[config.mk]
export PLATFORM = sky130hd
export DESIGN_NAME = usb_out_ep_rx
export DESIGN_NICKNAME = d
export VERILOG_FILES = /design/src/rtl/usb_out_ep_pkg.sv /design/src/rtl/ep_rx_fifo.sv /design/src/rtl/ep_rx_ctrl.sv /design/src/rtl/usb_out_ep_rx.sv
export SDC_FILE = /design/constraint.sdc
export NUM_CORES = 1
export LEC_CHECK = 0
export BUFFER_PORTS_ARGS = -buffer_cell sky130_fd_sc_hd__buf_4
export CELL_PAD_IN_SITES_DETAIL_PLACEMENT = 1
export CELL_PAD_IN_SITES_GLOBAL_PLACEMENT = 2
export CORE_MARGIN = 2
export CORE_UTILIZATION = 25
export CTS_BUF_LIST = sky130_fd_sc_hd__clkbuf_16
export DETAILED_ROUTE_END_ITERATION = 10
export HOLD_SLACK_MARGIN = 0.05
export PLACE_DENSITY = 0.52
export SLEW_MARGIN = 20
export SYNTH_ARGS = -nofsm -noshare
export SYNTH_HDL_FRONTEND = slang
export SYNTH_SLANG_ARGS = --single-unit
[constraint.sdc]
create_clock -name clk -period 7.3 [get_ports clk]
set_clock_uncertainty 0.15 [all_clocks]
set_input_delay 1.095 -clock clk [delete_from_list [all_inputs] [get_ports clk]]
set_output_delay 1.095 -clock clk [all_outputs]
set_load 0.02 [all_outputs]
[src/rtl/usb_out_ep_pkg.sv]
package usb_out_ep_pkg;

   typedef enum logic [1:0] {
      HS_NONE = 2'b00,
      HS_ACK  = 2'b01,
      HS_NAK  = 2'b10
   } hs_code_e;

   typedef enum logic [1:0] {
      PK_IDLE,
      PK_TAKE,
      PK_NAK,
      PK_DUP
   } pkt_mode_e;

endpackage

[src/rtl/ep_rx_fifo.sv]
module ep_rx_fifo #(
   parameter int DEPTH  = 64,
   parameter int DATA_W = 8
) (
   input  logic              clk,
   input  logic              rst_n,
   input  logic              wr_en,
   input  logic [DATA_W-1:0] wr_data,
   input  logic              commit,
   input  logic              rollback,
   input  logic              clr,
   input  logic              pop,
   output logic [DATA_W-1:0] rd_data,
   output logic              full,
   output logic              empty
);
   localparam int AW = $clog2(DEPTH);
   localparam int PW = AW + 1;

   generate
      if (DEPTH < 2 || (DEPTH & (DEPTH - 1)) != 0) begin : g_bad_depth
         $error("ep_rx_fifo: DEPTH must be a power of two of at least 2");
      end
   endgenerate

   logic [DATA_W-1:0] mem [DEPTH];
   logic [PW-1:0]     wr_ptr, wr_base, rd_ptr;
   logic [PW-1:0]     level;

   assign level   = wr_ptr - rd_ptr;
   assign full    = (level == PW'(DEPTH));
   assign empty   = (rd_ptr == wr_base);
   assign rd_data = mem[rd_ptr[AW-1:0]];

   always_ff @(posedge clk) begin
      if (wr_en && !full) mem[wr_ptr[AW-1:0]] <= wr_data;
   end

   always_ff @(posedge clk or negedge rst_n) begin
      if (!rst_n) begin
         wr_ptr  <= '0;
         wr_base <= '0;
         rd_ptr  <= '0;
      end else if (clr) begin
         wr_ptr  <= '0;
         wr_base <= '0;
         rd_ptr  <= '0;
      end else begin
         if (rollback) wr_ptr <= wr_base;
         else if (wr_en && !full) wr_ptr <= wr_ptr + 1'b1;
         if (commit) wr_base <= wr_ptr;
         if (pop && !empty) rd_ptr <= rd_ptr + 1'b1;
      end
   end

   p_no_overflow_r8: assert property (@(posedge clk) disable iff (!rst_n)
      level <= PW'(DEPTH));

   p_pop_empty_idle_r12: assert property (@(posedge clk) disable iff (!rst_n)
      (empty && pop && !clr) |=> $stable(rd_ptr));

   p_clear_empties_r7: assert property (@(posedge clk) disable iff (!rst_n)
      clr |=> empty);

endmodule

[src/rtl/ep_rx_ctrl.sv]
module ep_rx_ctrl
   import usb_out_ep_pkg::*;
#(
   parameter int CNT_W = 16
) (
   input  logic             clk,
   input  logic             rst_n,
   input  logic             ep_enable,
   input  logic             type_seen,
   input  logic             tok_out,
   input  logic             pid_data1,
   input  logic             rx_valid,
   input  logic             rx_eop,
   input  logic             rx_crc_ok,
   input  logic             fw_clear,
   input  logic             fifo_full,
   output logic             wr_en,
   output logic             commit,
   output logic             rollback,
   output logic             fifo_clr,
   output logic             rx_done,
   output logic [CNT_W-1:0] cnt_q,
   output logic             hs_valid,
   output logic [1:0]       hs_code
);
   localparam logic [CNT_W-1:0] CNT_MAX = '1;

   generate
      if (CNT_W < 9 || CNT_W > 16) begin : g_bad_cnt
         $error("ep_rx_ctrl: CNT_W must lie in 9..16");
      end
   endgenerate

   pkt_mode_e        mode;
   logic [CNT_W-1:0] pkt_cnt;
   logic             exp_tog;
   logic             start, end_pkt, take_byte;

   assign start     = tok_out && ep_enable && type_seen;
   assign end_pkt   = ep_enable && rx_eop && (mode != PK_IDLE);
   assign take_byte = ep_enable && (mode == PK_TAKE) && rx_valid && !rx_eop;
   assign wr_en     = take_byte && !fifo_full;
   assign commit    = end_pkt && (mode == PK_TAKE) && rx_crc_ok;
   assign rollback  = (mode == PK_TAKE) && (!ep_enable || (rx_eop && !rx_crc_ok));
   assign fifo_clr  = fw_clear && !commit;

   always_ff @(posedge clk or negedge rst_n) begin
      if (!rst_n) begin
         mode     <= PK_IDLE;
         pkt_cnt  <= '0;
         exp_tog  <= 1'b0;
         rx_done  <= 1'b0;
         cnt_q    <= '0;
         hs_valid <= 1'b0;
         hs_code  <= HS_NONE;
      end else begin
         if (!ep_enable) mode <= PK_IDLE;
         else if (start) begin
            if (rx_done) mode <= PK_NAK;
            else if (pid_data1 != exp_tog) mode <= PK_DUP;
            else mode <= PK_TAKE;
         end else if (rx_eop) mode <= PK_IDLE;

         if (start) pkt_cnt <= '0;
         else if (take_byte && pkt_cnt != CNT_MAX) pkt_cnt <= pkt_cnt + 1'b1;

         hs_valid <= end_pkt && rx_crc_ok;
         if (end_pkt && rx_crc_ok) hs_code <= (mode == PK_NAK) ? HS_NAK : HS_ACK;
         else hs_code <= HS_NONE;

         if (commit) begin
            rx_done <= 1'b1;
            cnt_q   <= pkt_cnt;
         end else if (fw_clear) begin
            rx_done <= 1'b0;
            cnt_q   <= '0;
         end

         if (!ep_enable) exp_tog <= 1'b0;
         else if (commit) exp_tog <= ~exp_tog;
      end
   end

   p_flag_needs_ack_r3: assert property (@(posedge clk) disable iff (!rst_n)
      $rose(rx_done) |-> (hs_valid && hs_code == HS_ACK));

   p_nak_keeps_count_r6: assert property (@(posedge clk) disable iff (!rst_n)
      (hs_valid && hs_code == HS_NAK && !$past(fw_clear)) |-> ($stable(cnt_q) && rx_done));

   p_disabled_quiet_r1: assert property (@(posedge clk) disable iff (!rst_n)
      !ep_enable |=> (!hs_valid && !$rose(rx_done)));

   p_hs_after_eop_r13: assert property (@(posedge clk) disable iff (!rst_n)
      hs_valid |-> $past(rx_eop));

   p_hs_code_legal_r13: assert property (@(posedge clk) disable iff (!rst_n)
      hs_valid |-> (hs_code == HS_ACK || hs_code == HS_NAK));

endmodule

[src/rtl/usb_out_ep_rx.sv]
module usb_out_ep_rx #(
   parameter int FIFO_DEPTH = 64,
   parameter int CNT_W      = 16,
   parameter bit IRQ_REG    = 1'b0
) (
   input  logic       clk,
   input  logic       rst_n,
   input  logic       ep_enable,
   input  logic       xfer_is_intr,
   input  logic       tok_out,
   input  logic       pid_data1,
   input  logic       rx_valid,
   input  logic [7:0] rx_byte,
   input  logic       rx_eop,
   input  logic       rx_crc_ok,
   output logic       hs_valid,
   output logic [1:0] hs_code,
   input  logic       irq_en,
   output logic       rx_done,
   output logic       irq,
   output logic [7:0] cnt_lo,
   output logic [7:0] cnt_hi,
   input  logic       fw_pop,
   input  logic       fw_clear,
   output logic [7:0] fw_data,
   output logic       fifo_empty
);
   logic             wr_en, commit, rollback, fifo_clr, fifo_full;
   logic [CNT_W-1:0] cnt_q;
   logic [15:0]      cnt_ext;
   logic             type_seen;

   // Bulk and interrupt share one path: the type is accepted either way.
   assign type_seen = xfer_is_intr | ~xfer_is_intr;

   ep_rx_ctrl #(.CNT_W(CNT_W)) u_ctrl (
      .clk       (clk),
      .rst_n     (rst_n),
      .ep_enable (ep_enable),
      .type_seen (type_seen),
      .tok_out   (tok_out),
      .pid_data1 (pid_data1),
      .rx_valid  (rx_valid),
      .rx_eop    (rx_eop),
      .rx_crc_ok (rx_crc_ok),
      .fw_clear  (fw_clear),
      .fifo_full (fifo_full),
      .wr_en     (wr_en),
      .commit    (commit),
      .rollback  (rollback),
      .fifo_clr  (fifo_clr),
      .rx_done   (rx_done),
      .cnt_q     (cnt_q),
      .hs_valid  (hs_valid),
      .hs_code   (hs_code)
   );

   ep_rx_fifo #(.DEPTH(FIFO_DEPTH), .DATA_W(8)) u_fifo (
      .clk      (clk),
      .rst_n    (rst_n),
      .wr_en    (wr_en),
      .wr_data  (rx_byte),
      .commit   (commit),
      .rollback (rollback),
      .clr      (fifo_clr),
      .pop      (fw_pop),
      .rd_data  (fw_data),
      .full     (fifo_full),
      .empty    (fifo_empty)
   );

   assign cnt_ext = 16'(cnt_q);
   assign cnt_lo  = cnt_ext[7:0];
   assign cnt_hi  = cnt_ext[15:8];

   generate
      if (IRQ_REG) begin : g_irq_reg
         logic irq_q;
         always_ff @(posedge clk or negedge rst_n) begin
            if (!rst_n) irq_q <= 1'b0;
            else        irq_q <= rx_done && irq_en;
         end
         assign irq = irq_q;
      end else begin : g_irq_comb
         assign irq = rx_done && irq_en;
      end
   endgenerate

   p_irq_needs_flag_r3: assert property (@(posedge clk) disable iff (!rst_n)
      irq |-> (IRQ_REG ? $past(rx_done) : rx_done));

endmodule

### Word level (Yosys, flattened, before mapping)

Memory sizes are Yosys's and may differ from the RTL's.
Cells that the tools add are included.

* flip-flop bits (word level): 60
* RAM bits: 512
* word-level logic and storage cells: 78
* memories kept: 1

Memories
* u_fifo.mem: depth 64, width 8, rd ports 1, clocked after memory_dff 0, wr ports 1, line ep_rx_fifo.sv:26 `logic [DATA_W-1:0] mem [DEPTH];`

* add/subtract/negate cells: 4
* eq/ne operators: 8
* muxes and demuxes: 24
* bitwise gates (word level): 1
* reductions and logical operators: 30

Operators with widths (count)
* $mux 16: 4
* $mux 7: 7
* $logic_and 1x1->1: 17
* $add 16x1->16 const B: 1
* $ne 16x16->1 const B: 1
* $add 7x1->7 const B: 2
* $mux 2: 7
* $reduce_bool 2->1: 5
* $eq 7x7->1: 1
* $eq 7x7->1 const B: 1
* $sub 7x7->7: 1
* $logic_not 1->1: 6
* $mux 1: 6
* $ne 3x1->1 const B: 1
* $reduce_bool 3->1: 1
* $eq 2x1->1 const B: 1
* $eq 2x2->1 const B: 1
* $ne 2x1->1 const B: 1
* $logic_or 1x1->1: 1
* $ne 1x1->1: 1
* $not 1->1: 1

### Logic depth before layout (Yosys ltp)

* depth after elaboration: 9
* depth in mapped cells: 12
* mapped depth without buffers: 8

### Hierarchy

A second synthesis with hierarchy kept.

* cell total of the unflattened synthesis: 1237
* area, all modules: 23161.0 µm²

Modules (own cells, without submodules)
* ep_rx_fifo: times used 1, cells an instance 1028, area an instance 21180.3 µm²
* ep_rx_ctrl: times used 1, cells an instance 207, area an instance 1970.6 µm²
* usb_out_ep_rx: times used 1, cells an instance 2, area an instance 10.0 µm²

### Least setup slack after synthesis

Ideal clock, no wire load.

* path kind: reg-to-reg
* start point: reg u_fifo.rd_ptr[2]
* end point: mem u_fifo.mem[28][0] (enable)
* library setup time: 0.370 ns
* data arrival time: 3.217 ns
* slack: 3.563 ns
* stages on the path, launching flop included: 12
* period minus slack after synthesis: 3.737 ns
* cells stage by stage: dfrtp_1 -> buf_2 -> clkinv_1 -> buf_2 -> buf_2 -> ha_1 -> nand4_1 -> a21oi_1 -> or4_4 -> a31oi_4 -> nand4_1 -> nor2_1

* longest elaborated chain between the ends: 7

RTL lines
* start: declaration: line ep_rx_fifo.sv:27 `logic [PW-1:0] wr_ptr, wr_base, rd_ptr;`
* start signal: assignment: line ep_rx_fifo.sv:52 `if (pop && !empty) rd_ptr <= rd_ptr + 1'b1;`
* $sub 7x7->7 *: line ep_rx_fifo.sv:30 `assign level = wr_ptr - rd_ptr;`
* $eq 7x7->1 *: line ep_rx_fifo.sv:31 `assign full = (level == PW'(DEPTH));`
* $logic_not 1->1 *: line ep_rx_fifo.sv:36, ep_rx_ctrl.sv:42
* $logic_and 1x1->1: line ep_rx_ctrl.sv:42 `assign wr_en = take_byte && !fifo_full;`
* $logic_and 1x1->1 *: line ep_rx_fifo.sv:36 `if (wr_en && !full) mem[wr_ptr[AW-1:0]] <= wr_data;`
* $mux 1 *: line ep_rx_fifo.sv:36
* $mux 1 (implied by the code) *: line ep_rx_fifo.sv:36
* end: declaration: line ep_rx_fifo.sv:26

Mark *: on every way between the ends. The rest lies on a longest branch, timed or not.

### Final worst setup path

* start point: reg u_fifo.rd_ptr[3]
* end point: mem u_fifo.mem[35][5] (enable)

The elaborated chain is that of the path after synthesis.

==> results.yml <==
run_status:
  outcome: "finished clean"
logic_synthesis:
  post_synth_inst_count: 1193
  ys.warnings.count: 0
  synth_top_family_by_area: "multiplexers"
  postSynth.asyncResetShare_pct: 10.5
  synth-edff-count: 512
  flip_flop_and_latch_count_after_synthesis: 572
  postSynthNetCount: 1222
  synth.avg_cell_area_um2: 19.2
  synth_ff_type: "edfxtp_1"
  synth.lib_cells_used.distinct: 49
  yosys.area_share.simple_pct: 5.14
  synth_xor_xnor_area_share_pct: 1.34
  post_synth_fa_ha_maj_area_fraction_pct: 0.492
  muxShareOfSynthArea_pct: 15.5
  synth.yosys.seq_area_share_pct: 73.7
  mappedNetlistArea_um2: 22900
  synth_compound_gate_area_share_pct: 2.26
floorplan:
  initial_utilization_pct: 25.1
  rows: 111
  coreArea_um2: 91200
  dieArea_um2: 94000
  chipHeight_um: 307
  chipWidth_um: 307
  io-pin-count: 50
setup_path:
  max_stage_delay_ps: 1000
  critical_path.cell_chain: "buf_4 > inv_1 > ha_1 > a21oi_1 > nor2_1 > or4_4 > a31oi_4 > nand4_1 > nor2_1"
  cp_top_family: "simple AND/OR/NAND/NOR gates"
  cp_data_arrival_time_ps: 5180
  cpMaxStageDelayCell: "nor2_1"
  worst-endpoint-required_ps: 7360
  cp_bufs_invs: 2
  setup.worst_path.class: "reg2reg"
  critPathLaunchType: "flip-flop"
  timing.critical_path.fanout_max: 26
  crit_path_frequent_cell: "nor2_1"
  endpoint_kind_of_the_worst_setup_timing_path: "flip-flop"
timing:
  setup-violations-final: 0
  max_freq_mhz: 195
  finalHoldViolations: 0
  final_critical_path_setup_slack_ps: 2180
  pin_slew_with_the_least_headroom_to_its_limit_ps: 1130
  hold_slack_ps: 378
  layout_min_cycle_time_ps: 5120
  fin_tns_setup_ps: 0
  max-slew-margin-rel_pct: 24.8
  finalCritPeriodShare_pct: 70.1
  grt_setup_unrepaired: "no"
  finalMaxSlewViolations: 0
cts:
  cts_tree: "yes"
  postCtsResizedCells: 0
  h-tree-depth: 2
  clock_tree.root_cell: "clkbuf_16"
  cts.sink_count: 572
  clkLatencyLatePin_ps: 620
  clk_pin_slew_worst_paths_ps: 60
  cts-hold-fix-buffers: 0
  post-cts-setup-buffers: 0
  number_of_buffers_on_the_longest_clock_path: 3
  inserted_clock_buffers: 59
route:
  wire_per_inst_um: 23.8
  postRouteAntennaNets: 0
  wl_mm: 59.4
  detail_route.first_pass.iterations: 5
  detail_route.drc_violations: 0
  drt_first_iter_violations: 818
  routed_via_density: 4.49
  dr_total_vias: 11200
cells_and_area:
  mostFrequentLayoutCell: "edfxtp_1"
  final_cell_mix: "edfxtp_1, mux4_2, nor2_1, nand2_1, buf_4"
  post_route_cells_drive_above_1_share_pct: 24.7
  synthToLayoutAreaGrowth_pct: 16.5
  nets: 1291
  diodes: 0
  nFillCells: 9195
min_path:
  hp-class: "reg2reg"
power:
  power.density_nw_per_um2: 264
  combinationalPowerShare_pct: 3.6
  switching_share_pct: 21.1
  netSwitchingPower_uw: 1480
  internal_power_uw: 5550
  proportion_of_power_drawn_by_flip_flops_and_latches_pct: 51.0
  vdd_ir_drop_max_uv: 173
  power.share.clock_pct: 45.4
  static_leakage_power_uw: 0.00835
placement:
  place_hpwl_mm: 35.5
  gp_congestion: 0.710
  preCtsSetupSlack_ps: 2030
  port-buffer-count: 48
global_routing:
  grt_start_max_net_pins: 129
  first_global_vias: 12200
  global_route.usage.total_pct: 12.7
  grt_overflow_total: 0
  grt_antenna_before_repair: 0
  grt_first_pass_wirelength_mm: 87.3
run:
  cap_viol_max_count: 0
[layout make-up]
cell class / instances / area (um2) / area share, %
clock buffers: 60 / 1500 / 5.63
repair buffers: 67 / 528 / 1.98
clock inverters: 52 / 553 / 2.07
inverters: 14 / 52.6 / 0.197
well taps: 1186 / 1480 / 5.56
multi-input cells: 548 / 5670 / 21.3
flip-flops and latches: 572 / 16900 / 63.3
[power by group through the flow]
stage                     Combinational, uW  Sequential, uW  Clock, uW
after floorplan                         151            3650          0
after global placement                  261            3650          0
after detailed placement                266            3650          0
after CTS                               266            3580       3290
after global routing                    281            3580       3390
final                                   255            3580       3190
[through the flow]
stage / instances / util [%] / area, um2 / total power (uW)
after floorplan: 1193 / - / 22900 / 3800
after global placement: 2387 / 27.0 / 24600 / 3910
after CTS: 2499 / 29.2 / 26700 / 7140
after global routing: 2499 / 29.2 / 26700 / 7260
final: 2499 / 29.2 / 26700 / 7030
after detailed placement: 2387 / 27.0 / 24600 / 3920
[registers in the layout (all words and copies together), names as in the netlist]
| name | flops |
|---|---|
| u_ctrl.exp_tog | 1 |
| u_ctrl.hs_valid | 1 |
| u_ctrl.mode | 2 |
| u_ctrl.cnt_q | 16 |
| u_ctrl.rx_done | 1 |
| u_fifo.wr_ptr | 7 |
| u_fifo.rd_ptr | 7 |
| u_ctrl.hs_code | 2 |
| u_fifo.wr_base | 7 |
| u_ctrl.pkt_cnt | 16 |
| u_fifo.mem | 512 |
[routing by layer]
layer | wire length (um) | vias up | global-route usage, %
met3 | 2070 | 72 | 2.01
met2 | 29700 | 171 | 21.6
li1 | - | 4923 | -
met1 | 26200 | 6046 | 17.0
met4 | 1310 | 0 | 3.32
met5 | 0 | - | 0
[synthesized netlist by cell type, drive strengths merged (13+ instances only)]
cell type | count | share of area [%]
nand3 | 13 | 0.28
a21oi | 16 | 0.35
mux4 | 156 | 15
xor2 | 14 | 0.54
buf | 32 | 0.89
clkbuf | 27 | 0.44
nand2 | 85 | 1.4
o21ai | 33 | 0.72
nor2 | 110 | 1.8
dfrtp | 60 | 6.6
edfxtp | 512 | 67
xnor2 | 21 | 0.80
[cells by family after synthesis]
logic type               count (synthesis)
adder cells (fa/ha/maj)                  9
XOR/XNOR                                35
multiplexers                           160
flip-flops                             572
AO/OA/AOI/OAI                           80
AND/OR/NAND/NOR                        264
buffers and inverters                   73
[path summary, 6_finish.rpt]
path / cells past startpoint / to / startpoint / slack [ps]
min in group asynchronous: 1 / u_ctrl.cnt_q[2] / rst_n / 430
setup reg to reg: 9 / u_fifo.mem[35][5] / u_fifo.rd_ptr[3] / 2180
setup / recovery: 9 / u_fifo.mem[35][5] / u_fifo.rd_ptr[3] / 2180
max in group asynchronous: 1 / u_fifo.rd_ptr[1] / rst_n / 5890
hold / removal: 1 / u_ctrl.hs_code[1] / u_ctrl.mode[0] / 380
hold reg to reg: 1 / u_ctrl.hs_code[1] / u_ctrl.mode[0] / 380
Note: power is estimated with default switching activity, not from simulation.
